[config.mk]
export PLATFORM = sky130hd
export DESIGN_NAME = bridge_trip_gate
export DESIGN_NICKNAME = d
export VERILOG_FILES = /design/src/rtl/bridge_trip_pkg.sv /design/src/rtl/bridge_trip_rstsync.sv /design/src/rtl/bridge_trip_insync.sv /design/src/rtl/bridge_trip_ctrl.sv /design/src/rtl/bridge_trip_dp.sv /design/src/rtl/bridge_trip_gate.sv
export SDC_FILE = /design/constraint.sdc
export NUM_CORES = 1
export LEC_CHECK = 0
export BUFFER_PORTS_ARGS = -buffer_cell sky130_fd_sc_hd__buf_2
export CAP_MARGIN = 20
export CORE_AREA = 2 2 39 41
export CTS_BUF_LIST = sky130_fd_sc_hd__clkbuf_16
export CTS_CLUSTER_DIAMETER = 50
export DETAILED_ROUTE_END_ITERATION = 8
export DIE_AREA = 0 0 41 43
export PLACE_DENSITY = 0.51
export SYNTH_ARGS = -nofsm -noshare
export SYNTH_HDL_FRONTEND = slang
export SYNTH_SLANG_ARGS = --single-unit
[constraint.sdc]
create_clock -name clk -period 0.9 [get_ports clk]
set_input_delay 0 -clock clk [delete_from_list [all_inputs] [get_ports clk]]
set_output_delay 0 -clock clk [all_outputs]
set_load 0.01 [all_outputs]
[src/rtl/bridge_trip_pkg.sv]
package bridge_trip_pkg;

  // Strobes from control to the datapath.
  typedef struct packed {
    logic tripSet;  // set the trip latch at the next edge
    logic tripClr;  // clear the trip latch at the next edge
    logic runOk;    // synchronized reset released
  } gate_strobe_t;

endpackage

[src/rtl/bridge_trip_rstsync.sv]
// Reset synchronizer: asserts asynchronously, releases after STAGES edges.
module bridge_trip_rstsync #(
  parameter int STAGES = 2
) (
  input  logic clk,
  input  logic rstPinN,
  output logic rstSyncN
);
  logic [STAGES-1:0] chain;

  generate
    for (genvar s = 0; s < STAGES; s++) begin : g_stage
      if (s == 0) begin : g_first
        always_ff @(posedge clk or negedge rstPinN) begin
          if (!rstPinN) chain[s] <= 1'b0;
          else          chain[s] <= 1'b1;
        end
      end else begin : g_next
        always_ff @(posedge clk or negedge rstPinN) begin
          if (!rstPinN) chain[s] <= 1'b0;
          else          chain[s] <= chain[s-1];
        end
      end
    end
  endgenerate

  assign rstSyncN = chain[STAGES-1];
endmodule

[src/rtl/bridge_trip_insync.sv]
// Plain multi-flop synchronizer for an asynchronous level input.
module bridge_trip_insync #(
  parameter int STAGES = 2
) (
  input  logic clk,
  input  logic din,
  output logic dout
);
  logic [STAGES-1:0] chain;

  generate
    for (genvar s = 0; s < STAGES; s++) begin : g_stage
      if (s == 0) begin : g_first
        always_ff @(posedge clk) chain[s] <= din;
      end else begin : g_next
        always_ff @(posedge clk) chain[s] <= chain[s-1];
      end
    end
  endgenerate

  assign dout = chain[STAGES-1];
endmodule

[src/rtl/bridge_trip_ctrl.sv]
// Control: synchronizers, debounce counter, reset release edge detect.
module bridge_trip_ctrl
  import bridge_trip_pkg::*;
#(
  parameter int SYNC_STAGES = 2,
  parameter int TRIP_HITS   = 2
) (
  input  logic         clk,
  input  logic         rstPinN,
  input  logic         setTrip,
  output gate_strobe_t strb,
  output logic         cntRst
);
  localparam int HIT_W = $clog2(TRIP_HITS + 1);
  localparam logic [HIT_W-1:0] HIT_LAST = HIT_W'(TRIP_HITS - 1);

  logic rstSyncN;
  logic rstPrev;
  logic tripS;
  logic [HIT_W-1:0] hitCnt;

  bridge_trip_rstsync #(.STAGES(SYNC_STAGES)) u_rstsync (
    .clk     (clk),
    .rstPinN (rstPinN),
    .rstSyncN(rstSyncN)
  );

  bridge_trip_insync #(.STAGES(SYNC_STAGES)) u_tripsync (
    .clk (clk),
    .din (setTrip),
    .dout(tripS)
  );

  // Consecutive high sample counter; runs through reset so a trip
  // raised while held in reset is still captured.
  always_ff @(posedge clk) begin
    if (!tripS)                 hitCnt <= '0;
    else if (hitCnt != HIT_LAST) hitCnt <= hitCnt + 1'b1;
  end

  always_ff @(posedge clk or negedge rstPinN) begin
    if (!rstPinN) rstPrev <= 1'b0;
    else          rstPrev <= rstSyncN;
  end

  always_comb begin
    strb.runOk   = rstSyncN;
    strb.tripSet = tripS && (hitCnt == HIT_LAST);
    strb.tripClr = rstSyncN && !rstPrev && !tripS;
  end

  assign cntRst = !rstSyncN;

  // clear and set never requested together
  p_clr_excl_r5: assert property (@(posedge clk) disable iff (!rstPinN)
    strb.tripClr |-> !strb.tripSet);

  // clear is a single pulse per reset release
  p_clr_once_r5: assert property (@(posedge clk) disable iff (!rstPinN)
    strb.tripClr |=> !strb.tripClr);

  // counters held whenever the pin is low
  p_cnt_hold_r1: assert property (@(posedge clk)
    !rstPinN |-> cntRst);
endmodule

[src/rtl/bridge_trip_dp.sv]
// Datapath: trip latch state and per-drive output gating.
module bridge_trip_dp
  import bridge_trip_pkg::*;
#(
  parameter int NUM_DRIVES = 4
) (
  input  logic                  clk,
  input  gate_strobe_t          strb,
  input  logic                  inhN,
  input  logic [NUM_DRIVES-1:0] driveIn,
  output logic [NUM_DRIVES-1:0] driveOut,
  output logic                  tripN,
  output logic                  os
);
  logic tripLatch;
  logic liveEn;

  // Set wins; the latch ignores the reset pin and only clears on the
  // release strobe.
  always_ff @(posedge clk) begin
    if (strb.tripSet)      tripLatch <= 1'b1;
    else if (strb.tripClr) tripLatch <= 1'b0;
  end

  assign liveEn = strb.runOk && !tripLatch && inhN;

  generate
    for (genvar d = 0; d < NUM_DRIVES; d++) begin : g_drive
      assign driveOut[d] = driveIn[d] & liveEn;
    end
  endgenerate

  assign tripN = !tripLatch;
  assign os    = liveEn;

  // the latch rises only after a set request
  p_set_cause_r2: assert property (@(posedge clk) disable iff (!strb.runOk)
    $rose(tripLatch) |-> $past(strb.tripSet));

  // the latch falls only after a clear request
  p_hold_r4: assert property (@(posedge clk) disable iff (!strb.runOk)
    $fell(tripLatch) |-> $past(strb.tripClr));

  // a set request always lands
  p_set_lands_r2: assert property (@(posedge clk) disable iff (!strb.runOk)
    strb.tripSet |=> tripLatch);
endmodule

[src/rtl/bridge_trip_gate.sv]
// Top: thin wrapper tying control strobes to the gating datapath.
module bridge_trip_gate
  import bridge_trip_pkg::*;
#(
  parameter int NUM_DRIVES  = 4,
  parameter int SYNC_STAGES = 2,
  parameter int TRIP_HITS   = 2
) (
  input  logic                  clk,
  input  logic                  rstPinN,
  input  logic                  setTrip,
  input  logic                  inhN,
  input  logic [NUM_DRIVES-1:0] driveIn,
  output logic [NUM_DRIVES-1:0] driveOut,
  output logic                  tripN,
  output logic                  os,
  output logic                  cntRst
);
  gate_strobe_t strb;

  bridge_trip_ctrl #(
    .SYNC_STAGES(SYNC_STAGES),
    .TRIP_HITS  (TRIP_HITS)
  ) u_ctrl (
    .clk    (clk),
    .rstPinN(rstPinN),
    .setTrip(setTrip),
    .strb   (strb),
    .cntRst (cntRst)
  );

  bridge_trip_dp #(.NUM_DRIVES(NUM_DRIVES)) u_dp (
    .clk     (clk),
    .strb    (strb),
    .inhN    (inhN),
    .driveIn (driveIn),
    .driveOut(driveOut),
    .tripN   (tripN),
    .os      (os)
  );

  // tripped means not live
  p_os_trip_r8: assert property (@(posedge clk) disable iff (!rstPinN)
    !tripN |-> !os);

  // not live means all drives quiet
  p_quiet_r6: assert property (@(posedge clk)
    !os |-> (driveOut == '0));
endmodule

After elaboration in Yosys (flattened, before gate mapping) --
Index checks and enable logic that the tools add are counted.
Operators by class: eq/ne operators 2, reduce and logical (&&, ||, !) cells 9, add/subtract/negate cells 1, bitwise logic cells 4
Operator list (number):
- logical AND 1 bit | 5
- bitwise AND 1 bit | 4
- zero test 1 bit | 4
- adder 2 x 1 -> 2 bit, second input constant | 1
- equality test 2 x 1 -> 1 bit, second input constant | 1
- inequality test 2 x 1 -> 1 bit, second input constant | 1
Storage, ports and cells: output and inout bits 7, word-level logic and storage cells 23, register bits 8

Logic depth before layout (Yosys ltp) --
Gate-level depths: netlist (run 1).
depth after elaboration 4, gate-level depth with buffers 4

Cells and area by module --
From an unflattened synthesis (run 1), not the netlist that was laid out.
Unflattened totals: cell total of the unflattened synthesis 28, area total of the unflattened synthesis 312.8 um^2
By module, submodules not included:
- bridge_trip_ctrl | times used 1, cells each 14, area each 141.4 um^2
- bridge_trip_dp | times used 1, cells each 9, area each 77.6 um^2
- bridge_trip_rstsync | times used 1, cells each 3, area each 53.8 um^2
- bridge_trip_insync | times used 1, cells each 2, area each 40.0 um^2

Least setup slack after synthesis (run 1) --
Ideal clock, no wire load.
path type register -> register, from reg u_ctrl.hitCnt[1], to reg u_ctrl.hitCnt[1], period minus slack after synthesis 967 ps, stages on the path, launching flop included 5, data required time 830 ps, setup time 70 ps, setup slack -67 ps, data arrival time 898 ps, cells stage by stage dfxtp_1 inv_1 ha_1 or2_1 a21boi_1
Between the ends: cells in the longest elaborated chain, start to end 1, elaborated cells on any way between the ends 2
RTL lines:
- start, declared | line bridge_trip_ctrl.sv:20 | logic [HIT_W-1:0] hitCnt;
- start signal, assigned | line bridge_trip_ctrl.sv:38 | else if (hitCnt != HIT_LAST) hitCnt <= hitCnt + 1'b1;
- adder 2 x 1 -> 2 bit / inequality test 2 x 1 -> 1 bit (equally long branches) | line bridge_trip_ctrl.sv:38
Parallel ways exist; a longest one is shown, timed or not. A chain may end at the register's enable or synchronous reset.

Worst setup path after layout (run 1) --
from reg u_ctrl.u_rstsync.chain[1] (netlist: u_ctrl.u_rstsync.rstSyncN), to out driveOut[3]
Between the ends: cells in the longest elaborated chain, start to end 3
RTL lines:
- start, declared | line bridge_trip_rstsync.sv:9 | logic [STAGES-1:0] chain;
- start signal, assigned by index | line bridge_trip_rstsync.sv:21 | else chain[s] <= chain[s-1];
- logical AND 1 bit (2 in series) | line bridge_trip_dp.sv:25 | assign liveEn = strb.runOk && !tripLatch && inhN;
- bitwise AND 1 bit | line bridge_trip_dp.sv:29 | assign driveOut[d] = driveIn[d] & liveEn;
- end, declared | line bridge_trip_gate.sv:14 | output logic [NUM_DRIVES-1:0] driveOut,
No other way between the ends.

==> impl_summary.txt, run 1 <==
----------------------------------------------------
[Logic synthesis]
  Dominant combinational cell family by area after synthesis ... simple AND/OR/NAND/NOR gates
  Number of nets in the synthesized netlist ... 35
  Synth Register Bits ... 8
  Post-Syn Area ... 286.5 sq um
  Fraction of synthesized area in multiplexers ... 0%
  Share of the synthesized area in compound gates (AO/OA/AOI/OAI) ... 4.367%
  Post-Synthesis Mean Instance Area ... 11.02 sq um
  Adder-cell share of the synthesized area ... 4.367%
  Synth unique cells ... 14
  Share of the yosys chip area belonging to registers ... 61.14%
  Cell count after synthesis ... 26
  Share of the synthesized netlist area taken by xor and xnor gates ... 3.057%
  Post-synthesis simple-gate area fraction ... 21.83%
  Warnings from Yosys ... 0

[CTS]
  CTS clk-pin slew, worst paths ... 0.04 ns
  CTS sink count ... 8
  H-tree depth reported by CTS ... 1
  Clock Path Buffers ... 2
  Root buffer cell ... clkbuf_16
  Number of buffers added by the clock tree synthesis step ... 3
  Clock Latency Late Sink ... 0.23 ns
  Clock tree from TritonCTS ... built

[Die]
  Placement row count ... 14
  Die outline area ... 1763 sq um
  Starting Density ... 20.71%
  Vertical die dimension ... 43 microns
  Die outline width ... 41 microns
  Core footprint ... 1384 sq um
  I/O pins ... 15

[Hold path]
  Min-delay worst type ... in2async

[GRT]
  Wire length of the first global-routing pass ... 731 microns
  GRT Overall Usage ... 6.377%
  Antenna violations before repair ... 0
  Leftover overflow at the end of global routing ... 0
  Vias in the first global route ... 193
  Pin count of the biggest net entering global routing ... 6

[Power and ir drop]
  Switch share ... 23.13%
  Power per cell area ... 3114 nW/um^2
  Part of the total power dissipated in sequential elements ... 30.7%
  Fraction of power consumed by the clock network ... 43.5%
  Cell leakage power ... 0.2661 nW
  Internal Pwr Total ... 1.318 mW
  Maximum VDD drop ... 0.001431 V
  Reported net switching power ... 0.3966 mW
  Power share of the combinational group ... 25.9%

[Critical path]
  Critical Path Max Stage Delay ... 0.37 ns
  Top cell family by delay on the critical path ... flip-flops
  CP startpoint kind ... flop
  Cells traversed along the worst timing path ... and3b_2 -> and2_4 -> buf_6
  Critical setup path kind ... reg2out
  Highest-delay cell along the critical path ... dfrtp_1
  CP Data Arrival Time ... 1.08 ns
  Endpoint type of the worst setup path ... primary output
  Worst path buffer plus inverter count ... 1
  Crit path max fanout ... 5
  Data required time at the worst endpoint ... 0.90 ns

[STA]
  Setup-violating endpoint count in the final report ... 6
  Worst Skew ... 0.004540 ns
  Final hold violation count ... 0
  Number of max-slew violations in the final report ... 0
  Final sum of negative setup slack ... -0.8290 ns
  Final period utilization ... 119.9%
  Final critical-path setup slack ... -0.1793 ns
  Setup repair after global routing missed its margin ... true
  Highest achievable clock rate ... 926.6 MHz
  Final Critical Period ... 1.079 ns

[Route]
  Total vias in the final route ... 237
  Detailed-route DRC error count ... 0
  Ratio of routed vias to standard cells ... 3.703
  Detailed Route WL ... 506 microns
  Mean routed wirelength per cell ... 7.906 microns
  Number of DRC markers after the initial detailed-route iteration ... 2
  Remaining number of nets flagged by the antenna check after routing ... 0
  Drt first pass iters ... 2

[Status]
  Result of the run ... finished, violations left
  Failing checks ... setup timing

[Run]
  Number of max-capacitance violations reported ... 0

[Layout]
  Highest-count cells in the layout ignoring fill and taps ... buf_2 (9), buf_6 (5), and2_4 (4), clkbuf_16 (3), dfrtp_1 (3)
  Area growth syn-to-layout ... 92.14%
  N_diodes ... 0
  Most frequent standard cell in the layout excluding fill and tap cells ... buf_2
  Nets ... 58
  Ratio of cells with drive above 1 in the final layout ... 62.50%

[Place]
  Estimated wirelength of the detail-placed design ... 360.1 microns
  Port buffer count ... 14
  Worst-case setup slack after placement ... -0.08551 ns
  Gp weighted congestion ... 0.6485

----------------------------------------------------
-- power groups by stage --
| stage | registers, mW | clock network (mW) | logic [mW] |
|---|---|---|---|
| after floorplan | 0.490 | 0 | 0.232 |
| after global placement | 0.499 | 0 | 0.309 |
| after detailed placement | 0.501 | 0 | 0.318 |
| after CTS | 0.517 | 0.757 | 0.376 |
| after global routing | 0.538 | 0.784 | 0.497 |
| final | 0.526 | 0.745 | 0.444 |
-- final timing paths --
check                      cells after the start                                 from                                   to  slack, ns
min reg2reg                                    0   u_ctrl.u_tripsync.chain[0]$_DFF_P_       u_ctrl.u_tripsync.dout$_DFF_P_       0.32
min in group clk                               3                           driveIn[1]                          driveOut[1]       0.29
min                                            2                              rstPinN  u_ctrl.u_rstsync.rstSyncN$_DFF_PN0_       0.09
max reg2reg                                    3        u_ctrl.hitCnt[0]$_SDFFE_PN0P_        u_ctrl.hitCnt[1]$_SDFFE_PN0P_      -0.04
max                                            3  u_ctrl.u_rstsync.rstSyncN$_DFF_PN0_                          driveOut[3]      -0.18
max in group asynchronous                      2                              rstPinN             u_ctrl.rstPrev$_DFF_PN0_       0.70
-- state kept, by name (all words and copies together) (netlist names) --
name,flops
u_ctrl.hitCnt,2
u_ctrl.rstPrev,1
u_dp.tripLatch,1
u_ctrl.u_rstsync.chain,1
u_ctrl.u_tripsync.chain,1
u_ctrl.u_tripsync.dout,1
u_ctrl.u_rstsync.rstSyncN,1
-- kinds of logic (layout without fill, tap and decap cells) --
group | count (synthesis) | in the layout
compound gates | 2 | 2
xor+xnor | 1 | 1
simple gates | 10 | 10
fa+ha+maj | 1 | 1
other cells | 1 | 1
flops | 8 | 8
buf+inv | 3 | 25
-- area by class of cell --
| cell class | count | area (sq um) |
|---|---|---|
| clock buffers | 3 | 75.07 |
| clock inverters | 1 | 3.754 |
| fillers | 138 | 833.3 |
| inverters | 3 | 11.26 |
| multi-input cells | 15 | 122.6 |
| flip-flops and latches | 8 | 181.4 |
| well taps | 16 | 20.02 |
| repair buffers | 18 | 136.4 |
-- timing repair --
item	CTS	global route
setup endpoints to repair	7	8
setup buffers	0	2
resized for setup	4	13
hold buffers	2	0
endpoints found under the hold margin	4	0
pin swaps	7	4
-- per-layer routing --
metal  GRT usage [%]  part of all wire, %  up-vias
met1           7.591                   43      100
li1                -                    -      122
met4           4.000                    0        0
met2           8.750                   44       15
met5               0                    0        -
met3           3.141                   13        0
-- cell usage after synthesis --
library cell  number  share of area [%]
a21boi_1           1                2.6
ha_1               1                4.4
a21oi_1            1                1.7
conb_1             1                1.3
inv_1              3                3.9
nor3b_1            1                2.6
nor2_1             1                1.3
or2_1              1                2.2
xnor2_1            1                3.1
and2_1             5                 11
dfrtp_1            3                 26
and3b_2            1                3.5
dfxtp_1            5                 35
nand2_1            1                1.3
-- stage by stage --
stage	instance area [sq um]	std cells	utilization (%)	total power [mW]	hold WS [ns]
2_1_floorplan	287.8	26	-	0.7218	-0.2956
3_3_place_gp	385.4	57	27.85	0.8082	-0.2025
3_5_place_dp	385.4	57	27.85	0.8184	-0.2017
4_1_cts	498.0	63	35.99	1.651	0.09620
5_1_grt	550.5	64	39.78	1.820	0.1093
6_report	550.5	64	39.78	1.715	0.09172
Note: power is estimated with default switching activity, not from simulation.
==> run 2, diff against run 1 <==
--- a/config.mk
+++ b/config.mk
@@ -13,6 +13,7 @@
 export DETAILED_ROUTE_END_ITERATION = 8
 export DIE_AREA = 0 0 41 43
 export PLACE_DENSITY = 0.51
+export SKIP_CTS_REPAIR_TIMING = 1
 export SYNTH_ARGS = -nofsm -noshare
 export SYNTH_HDL_FRONTEND = slang
 export SYNTH_SLANG_ARGS = --single-unit
==> constraint.sdc (replaced) <==
create_clock -name clk -period 0.9 [get_ports clk]
set_input_delay 0 -clock clk [delete_from_list [all_inputs] [get_ports clk]]
set_output_delay 0 -clock clk [all_outputs]
set_load 0.005 [all_outputs]
==> impl_summary.txt, run 2 (synthesis gave the netlist of run 1 again) <==
----------------------------------------------------
[Status]
  Result of the run ... finished, violations left
  Failing checks ... setup timing

[Layout]
  Total of fill cells in the finished design ... 141 (+2.2%)
  Post-route standard cell area excluding fillers ... 546.8 sq um (-0.68%)
  Ratio of cells with drive above 1 in the final layout ... 60.42% (-2.1 points)
  Post-route non-filler standard cell count ... 64 (unchanged)
  N_diodes ... 0 (unchanged)
  Most frequent standard cell in the layout excluding fill and tap cells ... buf_2
  Highest-count cells in the layout ignoring fill and taps ... buf_2 (9), buf_6 (5), and2_4 (4)
  Nets ... 58 (unchanged)
  Largest Register ... u_ctrl.hitCnt
  Area growth syn-to-layout ... 90.83%
  Number of flip-flops under the largest register name ... 2 (unchanged)
  Post-layout util ... 39.51% (-0.27 points)

[Place]
  Count of placed standard cells including taps ... 57 (unchanged)
  Estimated wirelength of the detail-placed design ... 360.1 microns (unchanged)
  Gp weighted congestion ... 0.6485 (unchanged)
  Port buffer count ... 14 (unchanged)
  Placed standard-cell area ... 385.4 sq um (unchanged)

[GRT]
  Wire length of the first global-routing pass ... 669 microns (-8.5%)
  Antenna violations before repair ... 0 (unchanged)
  Leftover overflow at the end of global routing ... 0 (unchanged)
  Vias in the first global route ... 179 (-7.3%)
  Pin count of the biggest net entering global routing ... 6 (unchanged)
  GRT Overall Usage ... 5.978% (-0.40 points)

[Route]
  Mean routed wirelength per cell ... 7.984 microns (+0.99%)
  Drt first pass iters ... 2 (unchanged)
  Met3 Routed Length ... 67 microns (unchanged)
  Detailed Route WL ... 511 microns (+0.99%)
  Amount of wire on met2 after detailed routing ... 225 microns (+1.8%)
  Top metal layer carrying routed signals ... met3
  Number of DRC markers after the initial detailed-route iteration ... 4 (+2)
  Ratio of routed vias to standard cells ... 3.750 (+1.3%)
  Total vias in the final route ... 240 (+1.3%)
  Met1 wire length ... 218 microns (unchanged)
  Detailed-route DRC error count ... 0 (unchanged)
  Remaining number of nets flagged by the antenna check after routing ... 0 (unchanged)

[Critical path]
  Worst path buffer plus inverter count ... 1 (unchanged)
  Critical setup path kind ... reg2out
  CP Data Arrival Time ... 1.09 ns (about the same)
  Top cell family by delay on the critical path ... simple AND/OR/NAND/NOR gates
  Highest-delay cell along the critical path ... dfrtp_1
  CP startpoint kind ... flop
  Endpoint type of the worst setup path ... primary output
  Crit path max fanout ... 5 (unchanged)
  Critical Path Max Stage Delay ... 0.37 ns (about the same)
  Data required time at the worst endpoint ... 0.90 ns (about the same)
  Cells traversed along the worst timing path ... and3b_2 -> and2_4 -> buf_6

[STA]
  Final hold violation count ... 0 (unchanged)
  Final period utilization ... 121.0% (+1.1 points)
  Worst Skew ... 0.004465 ns (-0.00007509 ns)
  Hold Worst Slack ... 0.08886 ns (-0.002863 ns)
  Setup-violating endpoint count in the final report ... 6 (unchanged)
  Number of max-slew violations in the final report ... 0 (unchanged)
  Final critical-path setup slack ... -0.1887 ns (-0.009490 ns)
  Setup repair after global routing missed its margin ... true
  Final sum of negative setup slack ... -0.9035 ns (-0.07454 ns)
  Final Critical Period ... 1.089 ns (+0.009490 ns)
  Highest achievable clock rate ... 918.5 MHz (-0.87%)

[Power and ir drop]
  Cell leakage power ... 0.2655 nW (-0.21%)
  Maximum VDD drop ... 0.001422 V (-0.58%)
  Power per cell area ... 3083 nW/um^2 (-1.0%)

[CTS]
  Clock Latency Late Sink ... 0.23 ns (about the same)
  Clock tree from TritonCTS ... built
  Number of buffers added by the clock tree synthesis step ... 3 (unchanged)
  CTS sink count ... 8 (unchanged)
  CTS clk-pin slew, worst paths ... 0.04 ns (about the same)
  H-tree depth reported by CTS ... 1 (unchanged)
  Root buffer cell ... clkbuf_16
  Clock Path Buffers ... 2 (unchanged)

[Die]
  Core footprint ... 1384 sq um (unchanged)
  Die outline area ... 1763 sq um (unchanged)
  Vertical die dimension ... 43 microns (unchanged)
  Starting Density ... 20.71% (unchanged)
  Placement row count ... 14 (unchanged)
  I/O pins ... 15 (unchanged)
  Die outline width ... 41 microns (unchanged)

[Hold path]
  Min-delay worst type ... in2async

[Run]
  Number of max-capacitance violations reported ... 0 (unchanged)

----------------------------------------------------
run 2: cell count changes in the layout (fill, tap and decap cells not counted):
cell	previous run	this run
dfxtp_1	2	3
dfxtp_4	1	0
run 2: per-stage QoR:
| stage | total power [mW] | setup WS [ns] |
|---|---|---|
| detailed placement | 0.7989 | -0.08551 |
| finish | 1.686 | -0.1887 |
| CTS | 1.555 | -0.1932 |
| global placement | 0.7887 | -0.06033 |
| floorplan | 0.7029 | -0.04750 |
| global route | 1.786 | -0.2246 |
run 2: area by class of cell:
type,instances,area (sq um),share of cell area (%)
inverter,3,11.26,2.059
multi-input combinational,15,122.6,22.43
sequential,8,177.7,32.49
timing repair buffer,18,136.4,24.94
clock buffer,3,75.07,13.73
tap,16,20.02,3.661
clock inverter,1,3.754,0.6865
run 2: final timing paths:
| path | slack, ns | cells after the start | end | start |
|---|---|---|---|---|
| worst max-delay path | -0.19 | 3 | driveOut[3] | u_ctrl.u_rstsync.rstSyncN$_DFF_PN0_ |
| min in group clk | 0.28 | 3 | driveOut[1] | driveIn[1] |
| worst max register to register | -0.08 | 4 | u_ctrl.hitCnt[1]$_SDFFE_PN0P_ | u_ctrl.hitCnt[1]$_SDFFE_PN0P_ |
| worst min-delay path | 0.09 | 2 | u_ctrl.u_rstsync.rstSyncN$_DFF_PN0_ | rstPinN |
| max in group asynchronous | 0.71 | 2 | u_ctrl.rstPrev$_DFF_PN0_ | rstPinN |
| worst min register to register | 0.32 | 0 | u_ctrl.u_tripsync.dout$_DFF_P_ | u_ctrl.u_tripsync.chain[0]$_DFF_P_ |
run 2: power by group:
part,total (mW),internal [mW],leakage (nW),switching [mW]
combinational,0.428,0.274,0.146,0.154
clock,0.745,0.578,0.0423,0.167
sequential,0.513,0.454,0.0775,0.0590
total,1.69,1.31,0.266,0.381
run 2: metal layers:
metal / track usage (%) / vias to the layer above
li1: - / 122
met1: 6.954 / 103
met2: 8.125 / 15
met3: 3.141 / 0
met4: 4.000 / 0
met5: 0 / -
==> run 3, diff against run 2 <==
--- a/config.mk
+++ b/config.mk
@@ -5,6 +5,7 @@
 export SDC_FILE = /design/constraint.sdc
 export NUM_CORES = 1
 export LEC_CHECK = 0
+export ABC_AREA = 1
 export BUFFER_PORTS_ARGS = -buffer_cell sky130_fd_sc_hd__buf_2
 export CAP_MARGIN = 20
 export CORE_AREA = 2 2 39 41
@@ -12,8 +13,9 @@
 export CTS_CLUSTER_DIAMETER = 50
 export DETAILED_ROUTE_END_ITERATION = 8
 export DIE_AREA = 0 0 41 43
-export PLACE_DENSITY = 0.51
+export PLACE_DENSITY = 0.53
 export SKIP_CTS_REPAIR_TIMING = 1
+export SLEW_MARGIN = 20
 export SYNTH_ARGS = -nofsm -noshare
 export SYNTH_HDL_FRONTEND = slang
 export SYNTH_SLANG_ARGS = --single-unit
==> impl_summary.txt, run 3 <==
----------------------------------------------------
[Layout]
  Post-route non-filler standard cell count ... 77 (+20%)
  Largest Register ... u_ctrl.hitCnt
  Highest-count cells in the layout ignoring fill and taps ... buf_2 (14), inv_1 (11), nor2_1 (7), nand2_1 (7), dfxtp_1 (4)
  Area growth syn-to-layout ... 70.68%
  Most frequent standard cell in the layout excluding fill and tap cells ... buf_2
  Nets ... 71 (+22%)
  N_diodes ... 0 (unchanged)
  Number of flip-flops under the largest register name ... 2 (unchanged)
  Post-route standard cell area excluding fillers ... 531.8 sq um (-2.7%)
  Total of fill cells in the finished design ... 138 (-2.1%)
  Ratio of cells with drive above 1 in the final layout ... 40.98% (-19 points)

[Run]
  Number of max-capacitance violations reported ... 0 (unchanged)

[CTS]
  Number of buffers added by the clock tree synthesis step ... 3 (unchanged)
  Root buffer cell ... clkbuf_16
  Clock Latency Late Sink ... 0.23 ns (about the same)
  Clock Path Buffers ... 2 (unchanged)
  CTS sink count ... 8 (unchanged)
  H-tree depth reported by CTS ... 1 (unchanged)
  CTS clk-pin slew, worst paths ... 0.04 ns (about the same)
  Clock tree from TritonCTS ... built

[Logic synthesis]
  Post-Syn Area ... 311.5 sq um (+8.7%)
  Cell count after synthesis ... 40 (+54%)
  Cell with the most instances after synthesis ... inv_1
  Fraction of synthesized area in multiplexers ... 0% (unchanged)
  Yosys top cell by area ... dfxtp_1
  Synth area leaders ... dfxtp_1 (32%), dfrtp_1 (24%), inv_1 (14%)
  Dominant combinational cell family by area after synthesis ... simple AND/OR/NAND/NOR gates
  Number of enable-type register cells in the synthesized netlist ... 0 (unchanged)
  Number of nets in the synthesized netlist ... 49 (+40%)
  Synth cell count leaders ... inv_1 (12), nor2_1 (8), nand2_1 (7)
  Share of the synthesized netlist area taken by xor and xnor gates ... 0% (-3.1 points)
  Share of flip-flops with an asynchronous set or reset after synthesis ... 37.50% (unchanged)
  Synth Register Bits ... 8 (unchanged)
  Synth unique cells ... 10 (-4)
  Post-Synthesis Mean Instance Area ... 7.789 sq um (-29%)
  Adder-cell share of the synthesized area ... 4.016% (-0.35 points)
  Share of the yosys chip area belonging to registers ... 56.22% (-4.9 points)
  Portion of synthesized cell area occupied by the leading cell type ... 32.13% (-2.8 points)
  Post-synthesis simple-gate area fraction ... 22.89% (+1.1 points)
  Dominant register cell in the synthesized netlist ... dfxtp_1
  Warnings from Yosys ... 0 (unchanged)
  Share of the synthesized area in compound gates (AO/OA/AOI/OAI) ... 0% (-4.4 points)

[Place]
  Estimated wirelength of the detail-placed design ... 389.8 microns (+8.2%)
  Count of placed standard cells including taps ... 70 (+23%)
  Port buffer count ... 14 (unchanged)
  Placed standard-cell area ... 401.6 sq um (+4.2%)
  Gp weighted congestion ... 0.6408 (-1.2%)

[STA]
  Final critical-path setup slack ... -0.04941 ns (+0.1393 ns)
  Setup repair after global routing missed its margin ... true
  Highest achievable clock rate ... 1053 MHz (+15%)
  Final Critical Period ... 0.9494 ns (-0.1393 ns)
  Setup-violating endpoint count in the final report ... 5 (-1)
  Final period utilization ... 105.5% (-15 points)
  Worst Skew ... 0.0008801 ns (-0.003585 ns)
  Final hold violation count ... 0 (unchanged)
  Final sum of negative setup slack ... -0.1266 ns (+0.7769 ns)
  Number of max-slew violations in the final report ... 0 (unchanged)

[Power and ir drop]
  Cell leakage power ... 0.3117 nW (+17%)
  Post-route total power ... 1.562 mW (-7.4%)
  Power per cell area ... 2937 nW/um^2 (-4.8%)
  Maximum VDD drop ... 0.001921 V (+35%)

[Critical path]
  CP startpoint kind ... flop
  CP Data Arrival Time ... 0.95 ns (-0.14 ns)
  Data required time at the worst endpoint ... 0.90 ns (about the same)
  Endpoint type of the worst setup path ... primary output
  Crit path max fanout ... 5 (unchanged)
  Critical setup path kind ... reg2out
  Path depth of the worst reg2reg path ... 5 (+1)

[Route]
  Detailed Route WL ... 588 microns (+15%)
  Ratio of routed vias to standard cells ... 3.623 (-3.4%)
  Drt first pass iters ... 2 (unchanged)
  Detailed-route DRC error count ... 0 (unchanged)
  Mean routed wirelength per cell ... 7.636 microns (-4.4%)
  Number of DRC markers after the initial detailed-route iteration ... 2 (-2)
  Remaining number of nets flagged by the antenna check after routing ... 0 (unchanged)
  Total vias in the final route ... 279 (+16%)

[Die]
  Vertical die dimension ... 43 microns (unchanged)
  Die outline area ... 1763 sq um (unchanged)
  Starting Density ... 22.51% (+1.8 points)
  Core footprint ... 1384 sq um (unchanged)
  I/O pins ... 15 (unchanged)
  Placement row count ... 14 (unchanged)
  Die outline width ... 41 microns (unchanged)

[Status]
  Failing checks ... setup timing
  Result of the run ... finished, violations left

[GRT]
  Wire length of the first global-routing pass ... 807 microns (+21%)
  Antenna violations before repair ... 0 (unchanged)
  Pin count of the biggest net entering global routing ... 6 (unchanged)
  Leftover overflow at the end of global routing ... 0 (unchanged)
  GRT Overall Usage ... 8.114% (+2.1 points)
  Vias in the first global route ... 214 (+20%)

[Hold path]
  Min-delay worst type ... in2async

----------------------------------------------------
[run 3: changes by cell type after synthesis, moves of 5 or more]
cell     previous run  this run
nand2_1             1         7
and2_1              5         0
inv_1               3        12
nor2_1              1         8
[run 3: layer usage]
layer / GRT usage [%] / wire (microns) / up-vias
met4: 8.000 / 19 / 0
li1: - / - / 152
met1: 9.302 / 239 / 118
met2: 7.813 / 285 / 7
met3: 7.853 / 44 / 2
met5: 0 / 0 / -
[run 3: path summary, 6_finish.rpt]
kind                                                      from                                  end  slack, ns
max                        u_ctrl.u_rstsync.rstSyncN$_DFF_PN0_                          driveOut[2]      -0.05
min                                                    rstPinN  u_ctrl.u_rstsync.chain[0]$_DFF_PN0_       0.09
max reg2reg                      u_ctrl.hitCnt[1]$_SDFFE_PN0P_        u_ctrl.hitCnt[1]$_SDFFE_PN0P_       0.05
min reg2reg                 u_ctrl.u_tripsync.chain[0]$_DFF_P_       u_ctrl.u_tripsync.dout$_DFF_P_       0.32
max in group asynchronous                              rstPinN             u_ctrl.rstPrev$_DFF_PN0_       0.70
min in group clk                                    driveIn[3]                          driveOut[3]       0.28
[run 3: kinds of logic (layout without fill, tap and decap cells)]
family	Yosys count	after routing
fa+ha+maj	1	1
buf+inv	13	34
flops	8	8
other cells	1	1
simple gates	17	17
[run 3: final cells by class]
| cell class | instances | area (sq um) | area share [%] |
|---|---|---|---|
| Clock buffer | 3 | 75.07 | 14.12 |
| Multi-Input combinational cell | 19 | 110.1 | 20.71 |
| Tap cell | 16 | 20.02 | 3.765 |
| Timing Repair Buffer | 17 | 97.59 | 18.35 |
| Inverter | 13 | 48.80 | 9.176 |
| Clock inverter | 1 | 3.754 | 0.7059 |
| Sequential cell | 8 | 176.4 | 33.18 |
[run 3: metrics by stage]
stage	utilization [%]	setup WS (ns)	hold slack [ns]
after global routing	38.43	-0.09215	0.1185
after global placement	29.02	0.04101	-0.2029
after detailed placement	29.02	0.02188	-0.2002
after floorplan	-	0.06112	-0.2956
after CTS	34.72	-0.07793	-0.4454
final	38.43	-0.04941	0.09012
[run 3: worst max-delay path, cell delays in order, from the launching register on]
cell	delay (ns)
dfrtp_1	0.38
nand3_4	0.11
nor2_1	0.11
buf_2	0.12
[run 3: report_power, final]
| group | internal, mW | total, mW | switching [mW] |
|---|---|---|---|
| clock | 0.578 | 0.751 | 0.173 |
| combinational | 0.161 | 0.339 | 0.178 |
| sequential | 0.430 | 0.472 | 0.0415 |
| total | 1.17 | 1.56 | 0.392 |
